## src/rtl/rtd_conv_pkg.sv

```systemverilog
package rtd_conv_pkg;

    typedef enum logic [1:0] {
        S_IDLE   = 2'd0,
        S_SINGLE = 2'd1,
        S_FIRST  = 2'd2,
        S_REPEAT = 2'd3
    } conv_state_e;

    // configuration byte bit positions
    localparam int CFG_CONT    = 6;
    localparam int CFG_ONESHOT = 5;
    localparam int CFG_CYC_HI  = 3;
    localparam int CFG_CYC_LO  = 2;
    localparam int CFG_CLR     = 1;
    localparam int CFG_NOTCH50 = 0;

    // status byte bit positions
    localparam int ST_HIGH = 7;
    localparam int ST_LOW  = 6;
    localparam int ST_PIN  = 2;

endpackage

```

## src/rtl/conv_timer.sv

```systemverilog
module conv_timer #(
    parameter int CW = 20
) (
    input  logic          clk,
    input  logic          rst_n,
    input  logic          load_i,
    input  logic [CW-1:0] len_i,
    output logic          done_o
);
    logic [CW-1:0] cnt_q;

    always_ff @(posedge clk or negedge rst_n) begin
        if (!rst_n) begin
            cnt_q <= '0;
        end else if (load_i) begin
            cnt_q <= len_i;
        end else if (cnt_q != '0) begin
            cnt_q <= cnt_q - CW'(1);
        end
    end

    // last cycle of the window: the consumer acts on the following edge
    assign done_o = (cnt_q == CW'(1));

endmodule

```

## src/rtl/thr_regs.sv

```systemverilog
module thr_regs #(
    parameter int DW = 15
) (
    input  logic          clk,
    input  logic          rst_n,
    input  logic          wr_i,
    input  logic          sel_i,
    input  logic [DW:0]   data_i,
    output logic [DW-1:0] hi_o,
    output logic [DW-1:0] lo_o
);
    localparam int NREG = 2;

    logic [DW-1:0] lim_q [NREG];
    logic          unused_lsb;

    assign unused_lsb = data_i[0];

    for (genvar g = 0; g < NREG; g++) begin : g_lim
        // entry 0 is the high limit (resets to full scale), entry 1 the low limit
        localparam logic [DW-1:0] RST_VAL = (g == 0) ? {DW{1'b1}} : {DW{1'b0}};
        always_ff @(posedge clk or negedge rst_n) begin
            if (!rst_n) begin
                lim_q[g] <= RST_VAL;
            end else if (wr_i && (sel_i == g[0])) begin
                lim_q[g] <= data_i[DW:1];
            end
        end
    end

    assign hi_o = lim_q[0];
    assign lo_o = lim_q[1];

endmodule

```

## src/rtl/fault_status.sv

```systemverilog
module fault_status
    import rtd_conv_pkg::*;
#(
    parameter int DW = 15
) (
    input  logic          clk,
    input  logic          rst_n,
    input  logic          store_i,
    input  logic [DW-1:0] sample_i,
    input  logic [DW-1:0] hi_i,
    input  logic [DW-1:0] lo_i,
    input  logic          pin_fault_i,
    input  logic          clr_i,
    output logic [7:0]    status_o
);
    logic [7:0] status_q;
    logic [7:0] set_v;

    always_comb begin
        set_v          = '0;
        set_v[ST_HIGH] = store_i && (sample_i >= hi_i);
        set_v[ST_LOW]  = store_i && (sample_i <= lo_i);
        set_v[ST_PIN]  = pin_fault_i;
    end

    // new events win over a clear in the same cycle
    always_ff @(posedge clk or negedge rst_n) begin
        if (!rst_n) begin
            status_q <= '0;
        end else if (clr_i) begin
            status_q <= set_v;
        end else begin
            status_q <= status_q | set_v;
        end
    end

    assign status_o = status_q;

endmodule

```

## src/rtl/rtd_conv_ctrl.sv

```systemverilog
module rtd_conv_ctrl
    import rtd_conv_pkg::*;
#(
    parameter int DW     = 15,
    parameter int ONE60  = 520000,
    parameter int ONE50  = 625000,
    parameter int CONT60 = 167000,
    parameter int CONT50 = 200000
) (
    input  logic          clk,
    input  logic          rst_n,
    input  logic          cfg_wr_i,
    input  logic [7:0]    cfg_data_i,
    input  logic          thr_wr_i,
    input  logic          thr_sel_i,
    input  logic [DW:0]   thr_data_i,
    input  logic          xfer_end_i,
    input  logic          res_rd_i,
    input  logic          pin_fault_i,
    input  logic [DW-1:0] adc_sample_i,
    output logic [DW:0]   result_o,
    output logic [7:0]    status_o,
    output logic          drdy_n_o
);
    localparam int MAX_A  = (ONE60 > ONE50) ? ONE60 : ONE50;
    localparam int MAX_B  = (CONT60 > CONT50) ? CONT60 : CONT50;
    localparam int MAXLEN = (MAX_A > MAX_B) ? MAX_A : MAX_B;
    localparam int CW     = $clog2(MAXLEN + 1);

    conv_state_e   state_q, state_d;
    logic          cont_q, notch50_q, arm_q;
    logic          arm_set, clr_req, start_req;
    logic          tload, tdone, store_ev, store;
    logic [CW-1:0] tlen, single_len, rep_len;
    logic [DW-1:0] res_data_q, thr_hi, thr_lo;
    logic          drdy_n_q;
    logic          unused_cfg;

    assign unused_cfg = ^{cfg_data_i[7], cfg_data_i[4]};

    // ---------------- configuration decode ----------------
    assign arm_set = cfg_wr_i && cfg_data_i[CFG_ONESHOT]
                     && (cfg_data_i[CFG_CYC_HI:CFG_CYC_LO] == 2'b00);
    assign clr_req = cfg_wr_i && cfg_data_i[CFG_CLR] && !cfg_data_i[CFG_ONESHOT]
                     && (cfg_data_i[CFG_CYC_HI:CFG_CYC_LO] == 2'b00);
    assign start_req = xfer_end_i && (arm_q || arm_set);

    always_ff @(posedge clk or negedge rst_n) begin
        if (!rst_n) begin
            cont_q    <= 1'b0;
            notch50_q <= 1'b0;
            arm_q     <= 1'b0;
        end else begin
            if (cfg_wr_i) begin
                cont_q    <= cfg_data_i[CFG_CONT];
                notch50_q <= cfg_data_i[CFG_NOTCH50];
            end
            if (xfer_end_i) begin
                arm_q <= 1'b0;
            end else if (arm_set) begin
                arm_q <= 1'b1;
            end
        end
    end

    assign single_len = notch50_q ? CW'(ONE50)  : CW'(ONE60);
    assign rep_len    = notch50_q ? CW'(CONT50) : CW'(CONT60);

    // ---------------- state register ----------------
    always_ff @(posedge clk or negedge rst_n) begin
        if (!rst_n) begin
            state_q <= S_IDLE;
        end else begin
            state_q <= state_d;
        end
    end

    // ---------------- next state / timer control ----------------
    always_comb begin
        state_d  = state_q;
        tload    = 1'b0;
        tlen     = single_len;
        store_ev = 1'b0;
        unique case (state_q)
            S_IDLE: begin
                if (cont_q) begin
                    state_d = S_FIRST;
                    tload   = 1'b1;
                end else if (start_req) begin
                    state_d = S_SINGLE;
                    tload   = 1'b1;
                end
            end
            S_SINGLE: begin
                if (tdone) begin
                    store_ev = 1'b1;
                    state_d  = S_IDLE;
                end
            end
            S_FIRST, S_REPEAT: begin
                if (!cont_q) begin
                    state_d = S_IDLE;
                end else if (tdone) begin
                    store_ev = 1'b1;
                    state_d  = S_REPEAT;
                    tload    = 1'b1;
                    tlen     = rep_len;
                end
            end
            default: state_d = S_IDLE;
        endcase
    end

    conv_timer #(.CW(CW)) u_timer (
        .clk    (clk),
        .rst_n  (rst_n),
        .load_i (tload),
        .len_i  (tlen),
        .done_o (tdone)
    );

    // a pin fault suppresses the store
    assign store = store_ev && !pin_fault_i;

    // ---------------- output registers ----------------
    always_ff @(posedge clk or negedge rst_n) begin
        if (!rst_n) begin
            res_data_q <= '0;
            drdy_n_q   <= 1'b1;
        end else begin
            if (store) begin
                res_data_q <= adc_sample_i;
                drdy_n_q   <= 1'b0;
            end else if (res_rd_i) begin
                drdy_n_q   <= 1'b1;
            end
        end
    end

    thr_regs #(.DW(DW)) u_thr (
        .clk    (clk),
        .rst_n  (rst_n),
        .wr_i   (thr_wr_i),
        .sel_i  (thr_sel_i),
        .data_i (thr_data_i),
        .hi_o   (thr_hi),
        .lo_o   (thr_lo)
    );

    fault_status #(.DW(DW)) u_fault (
        .clk         (clk),
        .rst_n       (rst_n),
        .store_i     (store),
        .sample_i    (adc_sample_i),
        .hi_i        (thr_hi),
        .lo_i        (thr_lo),
        .pin_fault_i (pin_fault_i),
        .clr_i       (clr_req),
        .status_o    (status_o)
    );

    assign result_o = {res_data_q, |status_o[7:2]};
    assign drdy_n_o = drdy_n_q;

endmodule

```

## config.mk

```make
export PLATFORM = sky130hd
export DESIGN_NAME = rtd_conv_ctrl
export DESIGN_NICKNAME = d
export VERILOG_FILES = /design/src/rtl/rtd_conv_pkg.sv /design/src/rtl/conv_timer.sv /design/src/rtl/thr_regs.sv /design/src/rtl/fault_status.sv /design/src/rtl/rtd_conv_ctrl.sv
export SDC_FILE = /design/constraint.sdc
export NUM_CORES = 1
export LEC_CHECK = 0
export BUFFER_PORTS_ARGS = -buffer_cell sky130_fd_sc_hd__buf_4
export CORE_ASPECT_RATIO = 2
export CORE_MARGIN = 4
export CORE_UTILIZATION = 43
export CTS_BUF_LIST = sky130_fd_sc_hd__clkbuf_16
export DETAILED_ROUTE_END_ITERATION = 7
export PLACE_DENSITY = 0.62
export SETUP_SLACK_MARGIN = 0.15
export SLEW_MARGIN = 20
export SYNTH_ARGS = -nofsm -noshare
export SYNTH_HDL_FRONTEND = slang
export SYNTH_SLANG_ARGS = --single-unit
```

## constraint.sdc

```tcl
create_clock -name clk -period 4.6 [get_ports clk]
set_input_delay 0.92 -clock clk [delete_from_list [all_inputs] [get_ports clk]]
set_output_delay 0.92 -clock clk [all_outputs]
set_load 0.05 [all_outputs]
```

==> impl_metrics.py, run 1 <==
metrics = {
    "critical_path": {
        "regToRegSetupSlack_ps": 1840,
        "cp-end-kind": "register",
        "crit_slowest_cell": "nor3_1",
        "crit_path_start": "u_timer.cnt_q[8]",
        "path_class": "reg2reg",
        "required_ps": 4840,
        "r2r_start": "u_timer.cnt_q[8]",
        "crit_path_max_incr_delay_ps": 610,
        "path_buf_inv": 1,
        "path_delay_family": "simple AND/OR/NAND/NOR gates",
        "cp_max_fo": 7,
        "timing.critical_path.from_type": "register",
        "worstPathArrival_ps": 2990,
        "crit_chain": "or3_1 > or2_0 > nor3_1 > inv_1 > ha_1 > and3_1 > o32ai_1",
    },
    "global_routing": {
        "antenna_found_initial": 0,
        "grt_use_met1": 0.1741,
        "busiest_layer": "met2",
        "grt.total_usage": 0.1848,
        "grt_remaining_overflow": 0,
        "grt_pass1_wl_mm": 15.97,
        "use_met3": 0.03717,
        "grt_pass1_vias": 3330,
        "grt_use_met2": 0.3610,
        "grt_max_degree": 75,
    },
    "clock_tree": {
        "clockBufferDepth": 2,
        "cts_tree": "yes",
        "cts_sinks": 74,
        "clk_latency_ps": 340,
        "h-tree-depth": 3,
        "ctsResizeCount": 0,
        "cts_root_buf": "clkbuf_16",
        "cts_setup_buffers": 0,
        "ctsHoldBuffers": 0,
        "cts_buffers": 9,
        "path_clk_slew_ps": 60,
    },
    "yosys": {
        "ys_warn_count": 0,
        "yosysSeqAreaShare": 0.4603,
        "synthCells": 389,
        "synth_flop_cell": "dfrtp_1",
        "avgSynthCellArea_sq_um": 10.45,
        "synth_area_leader_cell": "dfrtp_1",
        "ys_types": 53,
        "syn-cell-area_sq_mm": 0.004066,
        "synth_edf_count": 0,
        "synth_area_leaders": "dfrtp_1 36%, ha_1 12%, dfstp_2 10%",
        "yosysTopAreaCellShare": 0.3569,
        "synth_seq_cells": 74,
        "async_flop_share": 1.000,
    },
    "routing": {
        "drtPass1Iterations": 4,
        "final_antenna_net_count": 0,
        "remaining_drc_errors": 0,
        "dr.first_iter.drc_count": 143,
        "vias_per_cell": 5.523,
        "wl_mm": 9.924,
        "wl_per_cell_um": 17.66,
        "vias": 3104,
    },
    "floorplanning": {
        "dieArea_sq_mm": 0.01117,
        "num_io_pins": 72,
        "core_sq_mm": 0.009321,
        "initial_utilization": 0.4362,
        "die_w_um": 76.77,
        "fp-row-count": 50,
        "dieHeight_um": 145.5,
    },
    "layout": {
        "utilization": 0.5307,
        "area.growth.synth_to_final_pct": 21.66,
        "regArea_sq_mm": 0.001872,
        "layout-drive-gt1-share": 0.2969,
        "diodes": 0,
        "multi_input_area_sq_mm": 0.001982,
        "layout_common_cells": "65 x buf_4, 58 x dfrtp_1, 38 x ha_1",
        "layout_commonest_cell": "buf_4",
        "nNetsFinal": 538,
        "nFillCells": 859,
    },
    "placed_design": {
        "dp_hpwl_mm": 7.592,
        "portBuffers": 63,
        "dpl_worst_slack_ps": 1813,
        "place_congestion": 0.8705,
    },
    "pwr": {
        "p_switching_mw": 0.6593,
        "seqPwrFrac": 0.396,
        "switching_share": 0.3033,
        "irDropWorstVdd_v": 0.0002488,
        "p_int_mw": 1.515,
        "p_per_area_mw_per_mm2": 439.5,
        "clockPowerShare": 0.375,
        "pwr-share-comb": 0.229,
        "p_leak_nw": 2.292,
    },
    "sta": {
        "period_minus_slack_ps": 2756,
        "fin_crit_sh": 0.5991,
        "worstMarginPinSlew_ps": 960.9,
        "hold_viol": 0,
        "fin_skew_ps": 8.823,
        "maxSlewViolCount": 0,
        "fmax_mhz": 362.9,
        "fin_tns_setup_ps": 0,
        "worst_slew_margin_rel": 0.3535,
        "fin_ws_ps": 1844,
        "rsz0062_at_grt": "no",
        "setup_violations": 0,
    },
    "hold_path": {
        "min_from": "drdy_n_o",
        "worstHoldPathType": "reg2reg",
    },
    "status": {
        "outcome": "complete, no violations",
    },
    "job": {
        "maxCapViolations": 0,
    },
}
[per-stage QoR]
stage                     instances  area, sq um  power [mW]  hold slack, ps
after floorplan                 393         4081       1.205           460.2
after global placement          546         4603       1.349           479.6
after detailed placement        546         4603       1.369           489.6
after CTS                       562         4947       2.190           502.5
after global routing            562         4947       2.288           518.8
final                           562         4947       2.174           500.5
[power by group through the flow]
stage	registers [mW]	logic (mW)	clock network, mW
6_report	0.861	0.498	0.815
3_5_place_dp	0.868	0.501	0
3_3_place_gp	0.862	0.486	0
5_1_grt	0.876	0.557	0.855
2_1_floorplan	0.874	0.332	0
4_1_cts	0.859	0.505	0.827
[cells in the mapped netlist (7+ instances only)]
master    count
dfrtp_1      58
ha_1         38
inv_1        35
nand2_1      35
mux2_2       32
o21ai_0      27
nor2_1       20
a21oi_1      18
dfstp_2      16
nor3_1       11
xnor2_1      10
nor4_1        8
clkbuf_1      7
[cell type report]
class                   instances  area share
multi-input cells             268      0.4006
flip-flops and latches         74      0.3784
repair buffers                 65     0.09863
clock buffers                   9     0.04552
inverters                      35     0.02656
well taps                     104     0.02630
clock inverters                 7     0.02403
[path summary, 6_finish.rpt]
kind,to,cells past startpoint
max,u_timer.cnt_q[10],7
min,drdy_n_o,2
max reg2reg,u_timer.cnt_q[10],7
min reg2reg,drdy_n_o,2
max in group asynchronous,u_timer.cnt_q[11],1
min in group asynchronous,state_q[1],1
[cells by family after synthesis]
logic type      after synthesis  share of synthesized area
other cells                   1                  0.0009222
xor+xnor                     15                    0.03231
simple gates                108                     0.1342
compound gates               68                     0.1046
flops                        74                     0.4603
fa+ha+maj                    38                     0.1169
buf+inv                      51                    0.05600
mux                          34                    0.09477
[worst reg2reg max path: stages, from the launching register on]
cell	delay [ps]
dfrtp_1	420
or3_1	380
or2_0	360
nor3_1	610
inv_1	190
ha_1	230
and3_1	230
o32ai_1	240
[state kept, by name (all words and copies together) (netlist names)]
register	count
u_timer.cnt_q	20
res_data_q	15
u_thr.hi_o	15
u_thr.lo_o	15
u_fault.status_o	3
state_q	2
arm_q	1
cont_q	1
drdy_n_o	1
notch50_q	1
[metal layers]
layer | up-vias | share of wire
met1 | 1514 | 0.34
li1 | 1487 | -
met4 | 0 | 0.036
met5 | - | 0
met2 | 79 | 0.58
met3 | 24 | 0.037
No activity file was read; power rests on OpenSTA's default activity.
==> run 2: changes to the inputs <==
Settings changed: PLACE_DENSITY 0.62 to 0.64.
Clock period 4.6 ns to 2.4 ns, I/O delays scaled along.
==> run 2 against run 1 <==
Compared with the run above:
- cell count increased by 2.8%
- highest routed layer unchanged
- fmax rose by 24%
- sequential share of layout area is 1.3 points lower
- routed wire length is 2.1% lower
- total power increased by 90%
- design area increased by 3.5%
==> impl_metrics.py, run 2 (synthesis results as in run 1) <==
metrics = {
    "status": {
        "outcome": "complete, no violations",
    },
    "global_routing": {
        "antenna_found_initial": 0,
        "grt_pass1_wl_mm": 16.03,
        "grt_max_degree": 41,
        "grt.total_usage": 0.1830,
        "grt_pass1_vias": 3390,
        "grt_remaining_overflow": 0,
    },
    "sta": {
        "period_minus_slack_ps": 2230,
        "fmax_mhz": 448.5,
        "worst_slew_margin_rel": 0.6033,
        "hold_viol": 0,
        "rsz0062_at_grt": "yes",
        "worstMarginPinSlew_ps": 592.9,
        "fin_skew_ps": 8.534,
        "maxSlewViolCount": 0,
        "fin_tns_setup_ps": 0,
        "setup_violations": 0,
        "fin_crit_sh": 0.9291,
    },
    "pwr": {
        "pwr-share-comb": 0.254,
        "switching_share": 0.3085,
        "p_int_mw": 2.855,
        "p_per_area_mw_per_mm2": 806.3,
        "seqPwrFrac": 0.398,
        "irDropWorstVdd_v": 0.0004630,
        "p_switching_mw": 1.274,
        "total_power_mw": 4.129,
        "clockPowerShare": 0.349,
        "p_leak_nw": 2.373,
    },
    "routing": {
        "vias_per_cell": 5.476,
        "final_antenna_net_count": 0,
        "drtPass1Iterations": 4,
        "wl_mm": 9.719,
        "vias": 3165,
        "wl_per_cell_um": 16.81,
        "dr.first_iter.drc_count": 164,
        "remaining_drc_errors": 0,
    },
    "floorplanning": {
        "core_sq_mm": 0.009321,
        "initial_utilization": 0.4362,
        "die_w_um": 76.77,
        "num_io_pins": 72,
        "dieArea_sq_mm": 0.01117,
        "fp-row-count": 50,
        "dieHeight_um": 145.5,
    },
    "clock_tree": {
        "ctsHoldBuffers": 0,
        "clockBufferDepth": 2,
        "cts_root_buf": "clkbuf_16",
        "cts_tree": "yes",
        "path_clk_slew_ps": 60,
        "cts_sinks": 74,
        "clk_latency_ps": 340,
        "h-tree-depth": 3,
        "cts_buffers": 9,
    },
    "placed_design": {
        "portBuffers": 63,
        "dp_hpwl_mm": 7.662,
        "place_congestion": 0.8481,
    },
    "layout": {
        "area.growth.synth_to_final_pct": 25.94,
        "diodes": 0,
        "largest-register": "u_timer.cnt_q",
        "largest_register_ff_count": 20,
        "layout_commonest_cell": "buf_4",
        "layout_common_cells": "78 x buf_4, 58 x dfrtp_1, 38 x ha_1",
        "utilization": 0.5494,
        "nNetsFinal": 554,
        "nFillCells": 842,
        "layout-drive-gt1-share": 0.3354,
    },
    "critical_path": {
        "worstPathArrival_ps": 2450,
        "cp_max_fo": 10,
        "timing.critical_path.from_type": "register",
        "crit_chain": "or3_1 > or2_4 > or4b_4 > and2_4 > mux2_4",
        "cp-end-kind": "register",
        "path_class": "reg2reg",
        "required_ps": 2620,
        "crit_path_max_incr_delay_ps": 510,
        "crit_slowest_cell": "or4b_4",
    },
    "job": {
        "maxCapViolations": 0,
    },
    "hold_path": {
        "worstHoldPathType": "in2async",
    },
}
## run 2: final cells by class
cell class	count	area [sq um]	share of cell area
flip-flops and latches	74	1872	0.3655
repair buffers	81	645.6	0.1261
clock buffers	9	225.2	0.04398
clock inverters	7	95.09	0.01857
inverters	35	131.4	0.02565
multi-input cells	268	2022	0.3948
well taps	104	130.1	0.02541
## run 2: power groups by stage
stage               Clock [mW]  Combinational (mW)  Sequential, mW
floorplan                    0               0.636            1.67
global placement             0               0.998            1.64
detailed placement           0                1.03            1.65
CTS                       1.46                1.04            1.63
global route              1.54                1.17            1.66
finish                    1.44                1.05            1.64
## run 2: final timing paths
check / startpoint / endpoint / slack (ps) / cells after the start
min: rst_n / state_q[0] / 100 / 1
max in group asynchronous: rst_n / u_thr.hi_o[10] / 1660 / 2
min reg2reg: u_thr.hi_o[2] / u_thr.hi_o[2] / 500 / 2
max reg2reg: u_timer.cnt_q[10] / u_timer.cnt_q[4] / 170 / 5
max: u_timer.cnt_q[10] / u_timer.cnt_q[4] / 170 / 5
min in group clk: xfer_end_i / arm_q / 310 / 2
## run 2: metrics by stage
| stage | worst slack (ps) | cell area [sq um] | std cells | hold slack (ps) |
|---|---|---|---|---|
| after CTS | 182.9 | 5084 | 577 | 113.2 |
| after floorplan | 94.10 | 4081 | 393 | 184.4 |
| after global placement | 141.3 | 4753 | 561 | 464.6 |
| after global routing | 115.6 | 5121 | 578 | 123.9 |
| after detailed placement | 119.4 | 4753 | 561 | 470.7 |
| final | 170.2 | 5121 | 578 | 100.4 |
## run 2: metal layers
metal	wire [um]	track usage	share of wire	vias up
li1	-	-	-	1521
met4	418	0.1007	0.043	0
met3	373	0.03532	0.038	26
met1	3298	0.1782	0.34	1541
met5	0	0	0	-
met2	5629	0.3497	0.58	77
## run 2: repair_timing
action | 4_1_cts | 5_1_grt
setup buffers | 0 | 1
pin swaps | 0 | 1
setup endpoints to repair | 4 | 10
hold endpoints to repair | 0 | 0
gates resized for setup | 4 | 5
## run 2: worst max-delay path: cells and delay by family (launching register included)
kind | cells | cell delay (ps)
simple gates | 4 | 1410
flops | 1 | 410
mux | 1 | 300
==> run 3: changes to the inputs <==
Settings changed: CORE_UTILIZATION 43 to 40, PLACE_DENSITY 0.64 to 0.61.
==> run 3 against run 2 <==
Compared with the run above:
- hold slack lost 23 ps
- register-to-register slack better by 20 ps
- critical endpoint unchanged
- sequential cell count stayed put
- first-iteration DRC count shrank 34%
- critical path type unchanged
- via count rose by 0.16%
- total power decreased by 3.9%
==> impl_metrics.py, run 3 (synthesis results as in run 1) <==
metrics = {
    "placed_design": {
        "place_congestion": 0.8590,
        "portBuffers": 63,
        "dp_hpwl_mm": 7.687,
    },
    "layout": {
        "largest_register_ff_count": 20,
        "diodes": 0,
        "layout_commonest_cell": "buf_4",
        "utilization": 0.5225,
        "largest-register": "u_timer.cnt_q",
        "nNetsFinal": 556,
        "nFillCells": 961,
        "layout-drive-gt1-share": 0.3361,
        "area.growth.synth_to_final_pct": 26.28,
        "layout_common_cells": "79 x buf_4, 58 x dfrtp_1, 38 x ha_1",
    },
    "critical_path": {
        "required_ps": 2620,
        "cp_max_fo": 10,
        "reg2reg_to": "u_timer.cnt_q[4]",
        "cp-end-kind": "register",
        "r2r_start": "u_timer.cnt_q[10]",
        "crit_path_start": "u_timer.cnt_q[10]",
        "worstPathArrival_ps": 2430,
        "ff2ff_path_depth": 5,
        "regToRegSetupSlack_ps": 190,
        "path_class": "reg2reg",
        "timing.critical_path.from_type": "register",
        "crit_path_end": "u_timer.cnt_q[4]",
    },
    "floorplanning": {
        "num_io_pins": 72,
        "initial_utilization": 0.4138,
        "fp-row-count": 51,
        "dieArea_sq_mm": 0.01194,
        "dieHeight_um": 150.6,
        "core_sq_mm": 0.009827,
        "die_w_um": 79.30,
    },
    "clock_tree": {
        "h-tree-depth": 3,
        "cts_tree": "yes",
        "clk_latency_ps": 340,
        "cts_root_buf": "clkbuf_16",
        "path_clk_slew_ps": 60,
        "cts_sinks": 74,
        "cts_buffers": 9,
        "clockBufferDepth": 2,
        "ctsHoldBuffers": 0,
    },
    "sta": {
        "setup_violations": 0,
        "worstMarginPinSlew_ps": 654.3,
        "fmax_mhz": 452.2,
        "rsz0062_at_grt": "no",
        "period_minus_slack_ps": 2211,
        "worst_slew_margin_rel": 0.5629,
        "hold_viol": 0,
        "maxSlewViolCount": 0,
        "fin_tns_setup_ps": 0,
        "fin_crit_sh": 0.9214,
        "fin_skew_ps": 7.952,
    },
    "pwr": {
        "switching_share": 0.3284,
        "p_per_area_mw_per_mm2": 773.1,
        "p_leak_nw": 2.368,
        "irDropWorstVdd_v": 0.0004549,
        "clockPowerShare": 0.316,
        "pwr-share-comb": 0.271,
        "p_int_mw": 2.666,
        "p_switching_mw": 1.303,
        "seqPwrFrac": 0.414,
    },
    "global_routing": {
        "grt_max_degree": 48,
        "grt_remaining_overflow": 0,
        "grt_pass1_vias": 3427,
        "grt.total_usage": 0.1793,
        "grt_pass1_wl_mm": 16.28,
        "antenna_found_initial": 0,
    },
    "routing": {
        "remaining_drc_errors": 0,
        "vias": 3170,
        "vias_per_cell": 5.214,
        "wl_per_cell_um": 16.34,
        "dr.first_iter.drc_count": 109,
        "final_antenna_net_count": 0,
        "drtPass1Iterations": 4,
        "wl_mm": 9.937,
    },
    "hold_path": {
        "worstHoldPathType": "in2async",
    },
    "status": {
        "outcome": "complete, no violations",
    },
    "job": {
        "maxCapViolations": 0,
    },
}
run 3: area by class of cell:
type | instances | area [sq um] | area share
Tap cell | 132 | 165.2 | 0.03216
Clock inverter | 7 | 53.80 | 0.01048
Clock buffer | 9 | 225.2 | 0.04386
Sequential cell | 74 | 1872 | 0.3645
Inverter | 35 | 131.4 | 0.02558
Timing Repair Buffer | 83 | 673.1 | 0.1311
Multi-Input combinational cell | 268 | 2014 | 0.3923
run 3: power by group through the flow:
stage	Clock [mW]	Combinational, mW	Sequential (mW)
2_1_floorplan	0	0.636	1.67
3_3_place_gp	0	1.02	1.64
3_5_place_dp	0	1.05	1.65
4_1_cts	1.29	1.07	1.63
5_1_grt	1.35	1.20	1.67
6_report	1.25	1.07	1.64
run 3: worst min-delay path by stage:
stage,startpoint,slack (ps),cells after the start,end
6_report,rst_n,80,1,u_thr.lo_o[14]
5_1_grt,rst_n,80,1,res_data_q[11]
4_1_cts,rst_n,70,1,res_data_q[12]
3_5_place_dp,rst_n,440,1,res_data_q[12]
3_3_place_gp,rst_n,440,1,res_data_q[12]
2_1_floorplan,rst_n,180,0,arm_q
run 3: critical path, cell delays in order, from the launching register on:
cell	delay [ps]
dfrtp_1	410
or3_1	390
or2_4	270
or4b_4	510
and2_4	220
mux2_4	300
run 3: repair_timing:
| action | 4_1_cts | 5_1_grt |
|---|---|---|
| resized for setup | 2 | 7 |
| buffers inserted | 0 | 1 |
| pin swaps | 0 | 2 |
| endpoints found under the setup margin | 2 | 32 |
run 3: stage by stage:
step	worst slack, ps	area, sq um	cells	hold slack, ps	total power [mW]
after floorplan	94.10	4081	393	184.4	2.310
after global placement	180.4	4816	591	443.3	2.663
after detailed placement	151.1	4816	591	439.2	2.702
after CTS	152.8	5101	607	71.06	3.988
after global routing	163.0	5135	608	79.72	4.221
final	188.6	5135	608	77.16	3.970
run 3: per-layer routing:
layer  wire length [um]  track usage  up-vias
met5                  0            0        -
met1               3472       0.1757     1521
met3                409      0.03772       31
met2               5514       0.3269       89
li1                   -            -     1529
met4                541       0.1239        0
